--- config.mk ---
export PLATFORM = sky130hd
export DESIGN_NAME = prio_irq_ctrl
export DESIGN_NICKNAME = d
export VERILOG_FILES = /design/src/rtl/irq_ctrl_pkg.sv /design/src/rtl/irq_reg_bank.sv /design/src/rtl/irq_pend_latch.sv /design/src/rtl/irq_prio_pick.sv /design/src/rtl/prio_irq_ctrl.sv
export SDC_FILE = /design/constraint.sdc
export NUM_CORES = 1
export LEC_CHECK = 0
export BUFFER_PORTS_ARGS = -buffer_cell sky130_fd_sc_hd__buf_2
export CAP_MARGIN = 10
export CORE_AREA = 4 4 121 123
export CTS_CLUSTER_DIAMETER = 100
export DETAILED_ROUTE_END_ITERATION = 10
export DIE_AREA = 0 0 125 127
export GPL_TIMING_DRIVEN = 0
export PLACE_DENSITY = 0.37
export SLEW_MARGIN = 10
export SYNTH_ARGS = -nofsm -noshare
export SYNTH_HDL_FRONTEND = slang
export SYNTH_HIERARCHICAL = 1
export SYNTH_SLANG_ARGS = --single-unit
--- constraint.sdc ---
create_clock -name clk -period 10.5 [get_ports clk]
set_clock_uncertainty 0.15 [all_clocks]
set_input_delay 1.575 -clock clk [delete_from_list [all_inputs] [get_ports clk]]
set_output_delay 1.575 -clock clk [all_outputs]
set_load 0.005 [all_outputs]
--- src/rtl/irq_ctrl_pkg.sv ---
package irq_ctrl_pkg;
  localparam int MASK_OFS  = 0;
  localparam int PRIO_BASE = 1;

  function automatic int prio_ofs(input int idx);
    return PRIO_BASE + idx;
  endfunction

  function automatic int pend_ofs(input int nsrc);
    return PRIO_BASE + nsrc;
  endfunction

  function automatic int ack_ofs(input int nsrc);
    return PRIO_BASE + nsrc + 1;
  endfunction
endpackage

--- src/rtl/irq_reg_bank.sv ---
module irq_reg_bank #(
  parameter int NUM_SRC = 8,
  parameter int LVL_W   = 3,
  parameter int ADDR_W  = 4,
  parameter int DATA_W  = 8
) (
  input  logic                              clk,
  input  logic                              rst_n,
  input  logic                              we,
  input  logic [ADDR_W-1:0]                 addr,
  input  logic [DATA_W-1:0]                 wdata,
  input  logic [NUM_SRC-1:0]                pend_i,
  output logic [NUM_SRC-1:0]                mask_o,
  output logic [NUM_SRC-1:0][LVL_W-1:0]     prio_o,
  output logic [NUM_SRC-1:0]                clr_o,
  output logic                              nmi_clr_o,
  output logic [DATA_W-1:0]                 rdata_o
);
  import irq_ctrl_pkg::*;

  localparam logic [ADDR_W-1:0] MASK_ADDR = ADDR_W'(MASK_OFS);
  localparam logic [ADDR_W-1:0] PEND_ADDR = ADDR_W'(pend_ofs(NUM_SRC));
  localparam logic [ADDR_W-1:0] ACK_ADDR  = ADDR_W'(ack_ofs(NUM_SRC));

  logic [NUM_SRC-1:0]            mask_q;
  logic [NUM_SRC-1:0][LVL_W-1:0] prio_q;
  logic                          ack_wr;

  assign ack_wr = we && (addr == ACK_ADDR);

  always_ff @(posedge clk or negedge rst_n) begin
    if (!rst_n)
      mask_q <= '1;
    else if (we && addr == MASK_ADDR)
      mask_q <= wdata[NUM_SRC-1:0];
  end

  for (genvar g = 0; g < NUM_SRC; g++) begin : g_src
    localparam logic [ADDR_W-1:0] MY_ADDR = ADDR_W'(prio_ofs(g));

    always_ff @(posedge clk or negedge rst_n) begin
      if (!rst_n)
        prio_q[g] <= LVL_W'(g);
      else if (we && addr == MY_ADDR)
        prio_q[g] <= wdata[LVL_W-1:0];
    end

    assign clr_o[g] = ack_wr && (wdata == DATA_W'(g));
  end

  assign nmi_clr_o = ack_wr && (wdata == DATA_W'(NUM_SRC));

  always_comb begin
    rdata_o = '0;
    if (addr == MASK_ADDR)
      rdata_o = DATA_W'(mask_q);
    else if (addr == PEND_ADDR)
      rdata_o = DATA_W'(pend_i);
    for (int i = 0; i < NUM_SRC; i++)
      if (addr == ADDR_W'(prio_ofs(i)))
        rdata_o = DATA_W'(prio_q[i]);
  end

  assign mask_o = mask_q;
  assign prio_o = prio_q;
endmodule

--- src/rtl/irq_pend_latch.sv ---
module irq_pend_latch #(
  parameter int NUM_SRC = 8
) (
  input  logic               clk,
  input  logic               rst_n,
  input  logic [NUM_SRC-1:0] req_i,
  input  logic               nmi_req_i,
  input  logic [NUM_SRC-1:0] clr_i,
  input  logic               nmi_clr_i,
  output logic [NUM_SRC-1:0] pend_o,
  output logic               nmi_pend_o
);
  function automatic logic next_pend(input logic cur, input logic req, input logic clr);
    return req | (cur & ~clr);
  endfunction

  for (genvar g = 0; g < NUM_SRC; g++) begin : g_bit
    always_ff @(posedge clk or negedge rst_n) begin
      if (!rst_n) pend_o[g] <= 1'b0;
      else        pend_o[g] <= next_pend(pend_o[g], req_i[g], clr_i[g]);
    end
  end

  always_ff @(posedge clk or negedge rst_n) begin
    if (!rst_n) nmi_pend_o <= 1'b0;
    else        nmi_pend_o <= next_pend(nmi_pend_o, nmi_req_i, nmi_clr_i);
  end
endmodule

--- src/rtl/irq_prio_pick.sv ---
module irq_prio_pick #(
  parameter int NUM_SRC = 8,
  parameter int LVL_W   = 3,
  localparam int IDX_W  = $clog2(NUM_SRC)
) (
  input  logic [NUM_SRC-1:0]            elig_i,
  input  logic [NUM_SRC-1:0][LVL_W-1:0] prio_i,
  output logic                          valid_o,
  output logic [IDX_W-1:0]              idx_o
);
  always_comb begin
    logic [LVL_W-1:0] best_lvl;
    best_lvl = '0;
    valid_o  = 1'b0;
    idx_o    = '0;
    for (int i = 0; i < NUM_SRC; i++) begin
      if (elig_i[i] && (!valid_o || prio_i[i] > best_lvl)) begin
        valid_o  = 1'b1;
        best_lvl = prio_i[i];
        idx_o    = IDX_W'(i);
      end
    end
  end
endmodule

--- src/rtl/prio_irq_ctrl.sv ---
module prio_irq_ctrl #(
  parameter int NUM_SRC = 8,
  parameter int LVL_W   = 3,
  parameter int ADDR_W  = 4,
  parameter int DATA_W  = 8,
  localparam int ID_W   = $clog2(NUM_SRC + 1)
) (
  input  logic               clk,
  input  logic               rst_n,
  input  logic [NUM_SRC-1:0] irq_req,
  input  logic               nmi_req,
  input  logic               reg_we,
  input  logic [ADDR_W-1:0]  reg_addr,
  input  logic [DATA_W-1:0]  reg_wdata,
  output logic [DATA_W-1:0]  reg_rdata,
  output logic               irq_flag,
  output logic [ID_W-1:0]    irq_id,
  output logic               nmi_flag
);
  localparam int IDX_W = $clog2(NUM_SRC);
  localparam logic [ID_W-1:0] NMI_ID = ID_W'(NUM_SRC);

  logic [NUM_SRC-1:0]            mask_w;
  logic [NUM_SRC-1:0][LVL_W-1:0] prio_w;
  logic [NUM_SRC-1:0]            clr_w;
  logic                          nmi_clr_w;
  logic [NUM_SRC-1:0]            pend_w;
  logic                          nmi_pend_w;
  logic [NUM_SRC-1:0]            elig_w;
  logic                          pick_valid_w;
  logic [IDX_W-1:0]              pick_idx_w;

  irq_reg_bank #(
    .NUM_SRC(NUM_SRC), .LVL_W(LVL_W), .ADDR_W(ADDR_W), .DATA_W(DATA_W)
  ) u_regs (
    .clk(clk), .rst_n(rst_n), .we(reg_we), .addr(reg_addr), .wdata(reg_wdata),
    .pend_i(pend_w), .mask_o(mask_w), .prio_o(prio_w), .clr_o(clr_w),
    .nmi_clr_o(nmi_clr_w), .rdata_o(reg_rdata)
  );

  irq_pend_latch #(.NUM_SRC(NUM_SRC)) u_pend (
    .clk(clk), .rst_n(rst_n), .req_i(irq_req), .nmi_req_i(nmi_req),
    .clr_i(clr_w), .nmi_clr_i(nmi_clr_w), .pend_o(pend_w), .nmi_pend_o(nmi_pend_w)
  );

  assign elig_w = pend_w & ~mask_w;

  irq_prio_pick #(.NUM_SRC(NUM_SRC), .LVL_W(LVL_W)) u_pick (
    .elig_i(elig_w), .prio_i(prio_w), .valid_o(pick_valid_w), .idx_o(pick_idx_w)
  );

  always_ff @(posedge clk or negedge rst_n) begin
    if (!rst_n) begin
      irq_flag <= 1'b0;
      irq_id   <= '0;
      nmi_flag <= 1'b0;
    end else if (nmi_pend_w) begin
      irq_flag <= 1'b1;
      irq_id   <= NMI_ID;
      nmi_flag <= 1'b1;
    end else begin
      irq_flag <= pick_valid_w;
      irq_id   <= pick_valid_w ? ID_W'(pick_idx_w) : '0;
      nmi_flag <= 1'b0;
    end
  end
endmodule

Word-level counts from Yosys, hierarchy flattened
Index checks and enable logic that the tools add are counted.
{ "word_totals": {"mem_bits_rw": 0, "mem_count": 0, "out_inout_bits": 14, "regBits": 47, "inputBits": 24, "elab_cells": 153, "romBits": 0, "latch_bits": 0} }
{ "op_classes": {"n_mux": 36, "shifts": 0, "n_mul": 0, "reduce_logical": 42, "div": 0, "eq_ne": 18, "order_cmp": 7, "n_addsub": 0, "bitwise_logic": 29} }
{ "op_table": {"columns": ["cell", "n"], "rows": [
  ["8-bit 2-to-1 mux", 10],
  ["3-bit 2-to-1 mux", 12],
  ["8-bit by 3-bit == test with 1-bit output, second input constant", 4],
  ["1-bit logical AND", 26],
  ["3-bit greater-than comparator", 7],
  ["4-bit by 3-bit == test with 1-bit output, second input constant", 4],
  ["8-bit by 2-bit == test with 1-bit output, second input constant", 2],
  ["4-bit == test, second input constant", 3],
  ["1-bit 2-to-1 mux", 11],
  ["1-bit bitwise AND", 9],
  ["1-bit inverter", 9],
  ["1-bit bitwise OR", 9],
  ["8-bit bitwise AND", 1],
  ["4-bit by 2-bit == test with 1-bit output, second input constant", 2],
  ["8-bit by 1-bit == test with 1-bit output, second input constant", 1],
  ["8-bit by 4-bit == test with 1-bit output, second input constant", 1],
  ["8-bit logical NOT", 1],
  ["8-bit inverter", 1],
  ["1-bit logical NOT", 7],
  ["1-bit logical OR", 7],
  ["4-bit by 1-bit == test with 1-bit output, second input constant", 1],
  ["4-bit logical NOT", 1],
  ["2-bit 2-to-1 mux", 2],
  ["4-bit 2-to-1 mux", 1]
]} }

Logic depth before layout (Yosys ltp)
Gate-level depths: netlist (run 1).
{ "logic_depth": {"word_depth": 33, "ltp_mapped": 49, "mapped_depth_nobuf": 46} }

Modules after synthesis
Netlist (run 1), hierarchy kept.
{ "by_module_without_submodules": {"columns": ["module", "cells_each", "instances", "seq_area_each_um2", "area_per_inst_um2"], "rows": [
  ["irq_reg_bank", 163, 1, 825.8, 1813.0],
  ["irq_prio_pick", 138, 1, 0.0, 997.2],
  ["irq_pend_latch", 27, 1, 225.2, 326.6],
  ["prio_irq_ctrl", 18, 1, 125.1, 215.2]
]} }

Least setup slack after synthesis (run 1)
OpenSTA, ideal clock, no wires.
{ "synth_timing": {"kind": "reg2reg", "startpoint": "reg u_regs.mask_q[0] (netlist: u_regs/mask_o[0])", "endpoint": "reg irq_id[0]", "arrival_ns": 8.648, "t_required_ns": 10.230, "synth_period_minus_slack_ns": 8.917, "setup_time_ns": 0.120, "path_stages_with_launch": 49, "n_path_buf": 3, "setup_slack_ns": 1.583, "cell_sequence": "dfstp_2 nor2b_1 buf_6 and2_1 ha_1 and3_1 a21o_1 a211oi_1 or2_2 ha_1 and3_1 a21oi_1 o21a_2 o31ai_1 ha_1 a21oi_1 a32oi_1 o21ai_0 [... 13 more ...] o21ai_1 buf_2 mux2_2 ha_1 nor2b_1 o21ai_0 a32oi_1 o21ai_1 buf_2 nor3b_1 a211o_1 ha_1 a21o_1 a21oi_1 a31oi_1 o21ai_0 a21bo_2 and3b_1"} }
{ "synth_via": {"elab_chain_cells": 33, "elab_cells_between_ends": 54} }
{ "synth_lines": {"columns": ["element", "line", "text"], "rows": [
  ["from (decl)", "irq_reg_bank.sv:25", "logic [NUM_SRC-1:0] mask_q;"],
  ["from (signal assigned)", "irq_reg_bank.sv:35", "mask_q <= wdata[NUM_SRC-1:0];"],
  ["8-bit inverter *", "prio_irq_ctrl.sv:46", "assign elig_w = pend_w & ~mask_w;"],
  ["8-bit bitwise AND *", "prio_irq_ctrl.sv:46", null],
  ["named net elig_w[0]", "prio_irq_ctrl.sv:29", "logic [NUM_SRC-1:0] elig_w;"],
  ["3-bit 2-to-1 mux / 1-bit 2-to-1 mux (equally long branches)", "irq_prio_pick.sv:17", "if (elig_i[i] && (!valid_o || prio_i[i] > best_lvl)) begin"],
  ["3-bit greater-than comparator / 1-bit logical NOT (equally long branches)", "irq_prio_pick.sv:17", null],
  ["1-bit logical OR", "irq_prio_pick.sv:17", null],
  ["1-bit logical AND", "irq_prio_pick.sv:17", null],
  ["3-bit 2-to-1 mux / 1-bit 2-to-1 mux (equally long branches)", "irq_prio_pick.sv:17", null],
  ["[... 19 more ...]", null, null],
  ["3-bit 2-to-1 mux / 1-bit 2-to-1 mux (equally long branches)", "irq_prio_pick.sv:17", null],
  ["3-bit greater-than comparator / 1-bit logical NOT (equally long branches)", "irq_prio_pick.sv:17", null],
  ["1-bit logical OR", "irq_prio_pick.sv:17", null],
  ["1-bit logical AND", "irq_prio_pick.sv:17", null],
  ["3-bit 2-to-1 mux *", "irq_prio_pick.sv:17", null],
  ["named net pick_idx_w[0]", "prio_irq_ctrl.sv:31", "logic [IDX_W-1:0] pick_idx_w;"],
  ["3-bit 2-to-1 mux *", "prio_irq_ctrl.sv:63", "irq_id <= pick_valid_w ? ID_W'(pick_idx_w) : '0;"],
  ["4-bit 2-to-1 mux *", "prio_irq_ctrl.sv:57", "end else if (nmi_pend_w) begin"],
  ["to (signal assigned)", "prio_irq_ctrl.sv:63", null],
  ["to (decl)", "prio_irq_ctrl.sv:17", "output logic [ID_W-1:0] irq_id,"]
]} }
The timed path passes the listed nets; every way through them passes the cells marked *.
A chain may end at the register's enable or synchronous reset.

Final worst setup path (run 1)
{ "layout_timing": {"startpoint": "reg u_pend.pend_o[0]", "endpoint": "reg irq_id[0]"} }
{ "layout_via": {"elab_chain_cells": 32, "elab_cells_between_ends": 53} }
{ "layout_lines": {"columns": ["element", "line", "text"], "rows": [
  ["from (decl)", "irq_pend_latch.sv:10", "output logic [NUM_SRC-1:0] pend_o,"],
  ["from (signal, indexed assignment)", "irq_pend_latch.sv:20", "else pend_o[g] <= next_pend(pend_o[g], req_i[g], clr_i[g]);"],
  ["8-bit bitwise AND *", "prio_irq_ctrl.sv:46", null],
  ["named net elig_w[0]", "prio_irq_ctrl.sv:29", null],
  ["3-bit 2-to-1 mux / 1-bit 2-to-1 mux (equally long branches)", "irq_prio_pick.sv:17", null],
  ["3-bit greater-than comparator / 1-bit logical NOT (equally long branches)", "irq_prio_pick.sv:17", null],
  ["1-bit logical OR", "irq_prio_pick.sv:17", null],
  ["1-bit logical AND", "irq_prio_pick.sv:17", null],
  ["3-bit 2-to-1 mux / 1-bit 2-to-1 mux (equally long branches)", "irq_prio_pick.sv:17", null],
  ["3-bit greater-than comparator / 1-bit logical NOT (equally long branches)", "irq_prio_pick.sv:17", null],
  ["[... 18 more ...]", null, null],
  ["3-bit 2-to-1 mux / 1-bit 2-to-1 mux (equally long branches)", "irq_prio_pick.sv:17", null],
  ["3-bit greater-than comparator / 1-bit logical NOT (equally long branches)", "irq_prio_pick.sv:17", null],
  ["1-bit logical OR", "irq_prio_pick.sv:17", null],
  ["1-bit logical AND", "irq_prio_pick.sv:17", null],
  ["3-bit 2-to-1 mux *", "irq_prio_pick.sv:17", null],
  ["named net pick_idx_w[0]", "prio_irq_ctrl.sv:31", null],
  ["3-bit 2-to-1 mux *", "prio_irq_ctrl.sv:63", null],
  ["4-bit 2-to-1 mux *", "prio_irq_ctrl.sv:57", null]
]} }
Marks and branches as above.

==> summary.md, run 1 <==
| Metric | Value |
|---|---|
| Status | finished clean |
| R2R depth | 48 |
| Mapped Area | 0.00335 sq mm |
| CTS tree | yes |
| Design area | 0.00398 sq mm |
| DR iter-0 viols | 125 |
| Count of pins over their slew limit | 0 |
| Min-delay worst type | reg2reg |
| CP endpoint | irq_id[0]$_DFF_PN0_ |
| Pre-CTS setup slack | about 0.13 ns |
| Register area share after synthesis | 0.351 |
| Setup TNS Final | 0 ns |
| DR vias/cell | 4.69 |
| Yosys cell types | 62 |
| Sink Count | 46 |
| Longest Clk Path Bufs | 2 |
| R2R setup slack | about 0.78 ns |
| Cell Int Power | 777 uW |
| Drt first pass iters | 4 |
| Htree depth | 2 |
| Die area | 0.0159 sq mm |
| Largest cells by area after synthesis | dfrtp_1 19%, dfstp_2 16%, mux2_2 11%, ha_1 7.8%, a21o_1 2.9% |
| First-pass GRT wire length | 16000 um |
| CP max stage cell | dfrtp_1 |
| Final Cycle Share | 0.926 |
| Worst skew pair latency | 0.29 ns |
| Combinational power share | 0.684 |
| Avg WL per Cell | 17.3 um |
| Slowest stage delay, CP | ~0.37 ns |
| Syn. warnings | 6 |
| Maximum VDD drop | approximately 0.12 mV |
| Final hold violations | 0 |
| Die X | 125 um |
| Synth area leader | dfrtp_1 |
| Routed Antenna Nets | 0 |
| Crit path time final | around 10 ns |
| Global Route Usage Sum | 0.128 |
| Initial antenna violation count | 0 |
| Placed cell count | 561 |
| Cell repeated most along the worst path | ha_1 |
| Overall die height | 127 um |
| R2R Path End | irq_id[0]$_DFF_PN0_ |
| Critical Path Source | u_pend/pend_o[0]$_DFF_PN0_ |
| FF-to-FF Start | u_pend/pend_o[0]$_DFF_PN0_ |
| Hold path startpoint | u_pend/nmi_pend_o$_DFF_PN0_ |
| Final GP Congestion | 0.747 |
| LEAKAGE | 1.64 nW |
| Switching Power | 601 uW |
| Clock transition at path regs | 0.07 ns |
| Hold Buf Count CTS | 0 |
| Max-cap viol count | 0 |
| Area Overhead vs Synth | 18.6% |
| Number of global-route vias before repair | about 2.8k |
| Yosys reg bits | 46 |
| Slew @ Worst Pin | 0.774 ns |
| Clock Tree Root | clkbuf_16 |
| Final Setup Violations | 0 |
| Dpl hpwl | about 8000 um |
| WL final | between 9000 and 10000 um |
| Synthesized Nets | 391 |
| Critical Path Start Type | flop |
| Most common cell in the netlist | mux2_2 |
| Commonest register cell after synthesis | dfrtp_1 |
| Ys async rst share | 1.00 |
| Worst EP required | 10.53 ns |
| Clock network power share | 0.133 |
| Site Rows | 43 |
| Post-synth EDFFs | 0 |
| Sw frac | 0.436 |
| Fill count | 1506 |
| Most instantiated cells after synthesis | 34 x mux2_2, 26 x dfrtp_1, 26 x nor2_1 |
| Pwr Density | 347 mW/mm^2 |
| Avg Cell Area, Syn | 9.69 sq um |
| Worst-path maximum fanout | 10 |
| Worst Path Arrival | 9.76 ns |
| Initial core utilization | 0.245 |
| # diodes | 0 |
| Post-synth top area share | 0.194 |
| Largest net degree at the start of global routing | 47 |
| Fmax | 103 MHz |
| Gr ovfl total | 0 |
| Nets | 437 |
| Mapped Cells | approximately 350 |
| Critical path type | reg2reg |
| Area post-placement | 0.00375 sq mm |
| DRC violations left | 0 |
| I/O pin count | 38 |
| TritonCTS buffer count | 5 |
| Routed vias | 2688 |
| Port buffer count | 35 |
| CP endpoint kind | flop |
| RSZ-0062 raised after global routing | false |
| Sequential power share | 0.183 |
| Worst rel slew slack | 0.483 |
| Proportion of layout cells with a drive suffix above 1 | 0.354 |
| Final Non-Filler Cells | 573 |
| Core Area | 0.0137 sq mm |
| Setup WS post-layout | 0.776 ns |
## power groups by stage
stage               sequential (mW)  combinational [mW]  clock [mW]
floorplan                     0.240               0.697           0
global placement              0.256               0.887           0
detailed placement            0.255               0.900           0
CTS                           0.253               0.903       0.190
global route                  0.257                1.06       0.197
finish                        0.252               0.942       0.183
## per-stage QoR
stage                     power (mW)  hold slack [ns]   util
after floorplan                0.938            0.256      -
after global placement          1.14            0.293  0.275
after detailed placement        1.16            0.301  0.275
after CTS                       1.35            0.315  0.287
after global routing            1.51            0.340  0.291
final                           1.38            0.301  0.291
## logic make-up (layout without fill, tap and decap cells)
group,after synthesis,after routing,share of synthesized area
flops,46,46,0.351
simple gates,110,110,0.188
buf+inv,40,87,0.0519
fa+ha+maj,21,21,0.0784
mux,41,41,0.135
compound gates,88,88,0.196
## critical path, delay by kind of cell, from the launching register on
family	cells	cell delay, ns
multiplexers	1	0.35
AO/OA/AOI/OAI	26	4.65
adder cells (fa/ha/maj)	7	1.93
flip-flops	1	0.37
AND/OR/NAND/NOR	10	1.50
buffers and inverters	4	0.67
## worst min path at each step
stage	to	slack, ns	depth (start not counted)
floorplan	irq_id[3]$_DFF_PN0_	0.26	0
global placement	irq_id[3]$_DFF_PN0_	0.29	0
detailed placement	irq_id[3]$_DFF_PN0_	0.30	0
CTS	irq_id[3]$_DFF_PN0_	0.31	0
global route	irq_id[3]$_DFF_PN0_	0.34	0
finish	irq_id[3]$_DFF_PN0_	0.30	0
## cell usage in the layout (no fill, tap or decap), types with 9 or more instances in the layout
cell type | synthesis | routed
a21o_1 | 13 | 13
a21oi_1 | 12 | 10
inv_1 | 24 | 24
dfstp_2 | 20 | 20
o21ai_0 | 11 | 9
dfrtp_1 | 26 | 26
nor2b_1 | 13 | 13
nand2_1 | 20 | 20
mux2_2 | 34 | 34
ha_1 | 21 | 21
buf_2 | 7 | 40
nor2_1 | 26 | 26
## state kept, by name, indices dropped and copies added, names as in the netlist
| signal | count |
|---|---|
| u_pend/pend_o | 8 |
| u_pend/nmi_pend_o | 1 |
| irq_id | 4 |
| u_regs/prio_o | 24 |
| u_regs/mask_o | 8 |
| irq_flag | 1 |
## repair_timing
action                     CTS  global route
resized for setup            0             8
setup endpoints to repair    0             3
buffers inserted             0             4
## routing by layer
metal | GRT usage | up-vias | share of wire
met1 | 0.183 | 1309 | 0.52
li1 | - | 1347 | -
met3 | 0.0188 | 4 | 0.020
met5 | 0 | - | 0
met2 | 0.205 | 28 | 0.46
met4 | 0.0281 | 0 | 0.0070
## layout make-up
type | count | area [sq um] | share of cell area
sequential | 46 | 1180 | 0.296
inverter | 27 | 101 | 0.0255
buffer | 13 | 75.1 | 0.0189
clock buffer | 6 | 129 | 0.0324
clock inverter | 2 | 37.5 | 0.00944
tap | 180 | 225 | 0.0567
multi-input combinational | 260 | 2020 | 0.509
timing repair buffer | 39 | 208 | 0.0523
Note: power is estimated with default switching activity, not from simulation.
==> run 2, diff against run 1 <==
--- a/config.mk
+++ b/config.mk
@@ -12,7 +12,9 @@
 export DETAILED_ROUTE_END_ITERATION = 10
 export DIE_AREA = 0 0 125 127
 export GPL_TIMING_DRIVEN = 0
+export MAX_ROUTING_LAYER = met4
 export PLACE_DENSITY = 0.37
+export RECOVER_POWER = 50
 export SLEW_MARGIN = 10
 export SYNTH_ARGS = -nofsm -noshare
 export SYNTH_HDL_FRONTEND = slang
==> run 2 against run 1 <==
- worst setup slack gained 0.0055 ns
- power shrank 0.17%
- register-to-register slack is essentially flat
- largest cell class unchanged
- critical path depth is the same
- first-iteration DRC count shrank 15%
- sequential cell count is the same
- the run now ends with capacitance limit, slew limit left
- critical path type unchanged
==> summary.md, run 2 (synthesis results as in run 1) <==
| Metric | Value |
|---|---|
| Slew @ Worst Pin | 2.60 ns (+1.82 ns) |
| Most used cells in the layout excluding fill and tap cells | 38 x buf_2, 34 x mux2_2, 26 x dfrtp_1, 26 x nor2_1, 24 x inv_1 |
| Final Setup Violations | 0 (unchanged) |
| Count of pins over their slew limit | 47 (+47) |
| Slowest stage delay, CP | 0.37 ns (about the same) |
| Area Overhead vs Synth | 17.8% |
| Initial antenna violation count | 0 (unchanged) |
| Sink Count | 46 (unchanged) |
| Die X | 125 um (unchanged) |
| Maximum VDD drop | 0.118 mV (+0.35%) |
| Critical Path Source | u_pend/pend_o[0]$_DFF_PN0_ |
| Dpl hpwl | 7780 um (unchanged) |
| Max reg flops | 24 (unchanged) |
| Avg WL per Cell | 17.4 um (about the same) |
| Worst Path Arrival | 9.75 ns (about the same) |
| CP endpoint kind | flop |
| DR top layer | met4 |
| Area of the multi-input gates | 0.00200 sq mm (-0.99%) |
| Met3 wire length | 193 um (-1.0%) |
| Worst-path maximum fanout | 10 (unchanged) |
| Gr ovfl total | 0 (unchanged) |
| CTS tree | yes |
| Die area | 0.0159 sq mm (unchanged) |
| Routed Antenna Nets | 0 (unchanged) |
| Clock transition at path regs | 0.07 ns (about the same) |
| Layout Utilization | 0.289 (-0.00192) |
| Site Rows | 43 (unchanged) |
| TritonCTS buffer count | 5 (unchanged) |
| Global Route Usage Sum | 0.132 (+0.00430) |
| Htree depth | 2 (unchanged) |
| Worst skew pair latency | 0.29 ns (about the same) |
| # diodes | 0 (unchanged) |
| Routed vias | 2690 (+0.074%) |
| Worst EP required | 10.53 ns (about the same) |
| Max-cap viol count | 1 (+1) |
| Setup TNS Final | 0 ns (unchanged) |
| Port buffer count | 35 (unchanged) |
| LEAKAGE | 1.63 nW (-0.97%) |
| Hold Buf Count CTS | 0 (unchanged) |
| Core Area | 0.0137 sq mm (unchanged) |
| DR iter-0 viols | 106 (-15%) |
| WL final | 9940 um (about the same) |
| Min-delay worst type | reg2reg |
| First-pass GRT wire length | 16100 um (+0.35%) |
| FF-to-FF Start | u_pend/pend_o[0]$_DFF_PN0_ |
| CP Buf/Inv Count | 4 (unchanged) |
| Nets | 437 (unchanged) |
| Worst rel slew slack | -0.732 (-1.21) |
| Final Cycle Share | 0.926 (about the same) |
| RSZ-0062 raised after global routing | false |
| Metal-1 WL | 5140 um (about the same) |
| Pwr Density | 348 mW/mm^2 (+0.50%) |
| Hold path startpoint | u_pend/nmi_pend_o$_DFF_PN0_ |
| Largest net degree at the start of global routing | 47 (unchanged) |
| Fill count | 1512 (+0.40%) |
| CP max stage cell | dfrtp_1 |
| Longest Clk Path Bufs | 2 (unchanged) |
| Status | complete, but fails checks |
| Most common cell after layout, fill and taps aside | buf_2 |
| Largest delay share family, worst path | compound AO/OA/AOI/OAI gates |
| Drt first pass iters | 4 (unchanged) |
| Initial core utilization | 0.245 (unchanged) |
| Clock Tree Root | clkbuf_16 |
| FF+latch area | 0.00118 sq mm (unchanged) |
| Fmax | 103 MHz (about the same) |
| Final hold violations | 0 (unchanged) |
| Critical Path Start Type | flop |
| Crit path time final | 9.72 ns (-0.00549 ns) |
| Overall die height | 127 um (unchanged) |
| Met2 wire len | 4540 um (+0.11%) |
| Critical path type | reg2reg |
| Failing checks | capacitance limit, slew limit |
| DR vias/cell | 4.69 (about the same) |
| Proportion of layout cells with a drive suffix above 1 | 0.341 (-0.0127) |
| I/O pin count | 38 (unchanged) |
| DRC violations left | 0 (unchanged) |
| Number of global-route vias before repair | 2787 (-0.14%) |
| Final GP Congestion | 0.757 (+1.3%) |
| Cell repeated most along the worst path | ha_1 |
==> run 2: cell types whose count changed in the layout (fill, tap and decap cells not counted), sizes merged <==
| cell | delta |
|---|---|
| clkbuf | +3 |
| buf | -3 |
==> run 2: area by class of cell <==
type | instances | area share
multi-input cells | 260 | 0.507
well taps | 180 | 0.0570
flip-flops and latches | 46 | 0.298
clock inverters | 2 | 0.00951
inverters | 27 | 0.0257
plain buffers | 13 | 0.0187
repair buffers | 39 | 0.0513
clock buffers | 6 | 0.0326
==> run 2: what timing repair did <==
item / CTS / global route
setup endpoints to repair: 0 / 3
resized for setup: 0 / 8
buffers inserted: 0 / 4
==> run 2: where the power goes <==
part | switching (mW) | internal, mW
Sequential | 0.0329 | 0.219
Clock | 0.0708 | 0.113
Combinational | 0.495 | 0.445
Total | 0.599 | 0.776
==> run 2: path summary, 6_finish.rpt <==
kind	end	slack (ns)	depth (start not counted)
hold reg to reg	irq_id[3]$_DFF_PN0_	0.30	0
setup / recovery	irq_id[0]$_DFF_PN0_	0.78	48
setup reg to reg	irq_id[0]$_DFF_PN0_	0.78	48
max in group asynchronous	u_regs/prio_o[16]$_DFFE_PN0P_	6.78	1
min in group asynchronous	u_pend/pend_o[6]$_DFF_PN0_	1.95	1
hold / removal	irq_id[3]$_DFF_PN0_	0.30	0
==> run 2: metrics by stage <==
step / setup WS [ns] / instances / instance area, sq um / hold slack (ns) / power [mW]
after floorplan: 1.58 / 346 / 3350 / 0.256 / 0.938
after global placement: 0.178 / 561 / 3750 / 0.293 / 1.14
after detailed placement: 0.132 / 561 / 3750 / 0.301 / 1.16
after CTS: 0.0899 / 569 / 3920 / 0.315 / 1.35
after global routing: 0.0602 / 573 / 3950 / 0.340 / 1.51
final: 0.782 / 573 / 3950 / 0.301 / 1.38
==> run 2: layer usage <==
layer | global-route usage | vias up
met5 | - | -
met4 | 0.0281 | 0
met3 | 0.0192 | 4
met2 | 0.204 | 28
met1 | 0.185 | 1310
li1 | - | 1348
==> run 2: worst reg2reg max path: cells and delay by family, from the launching register on <==
kind	cells	cell delay, ns
mux	1	0.35
fa+ha+maj	7	1.94
buf+inv	4	0.66
compound gates	26	4.61
simple gates	10	1.52
flops	1	0.37
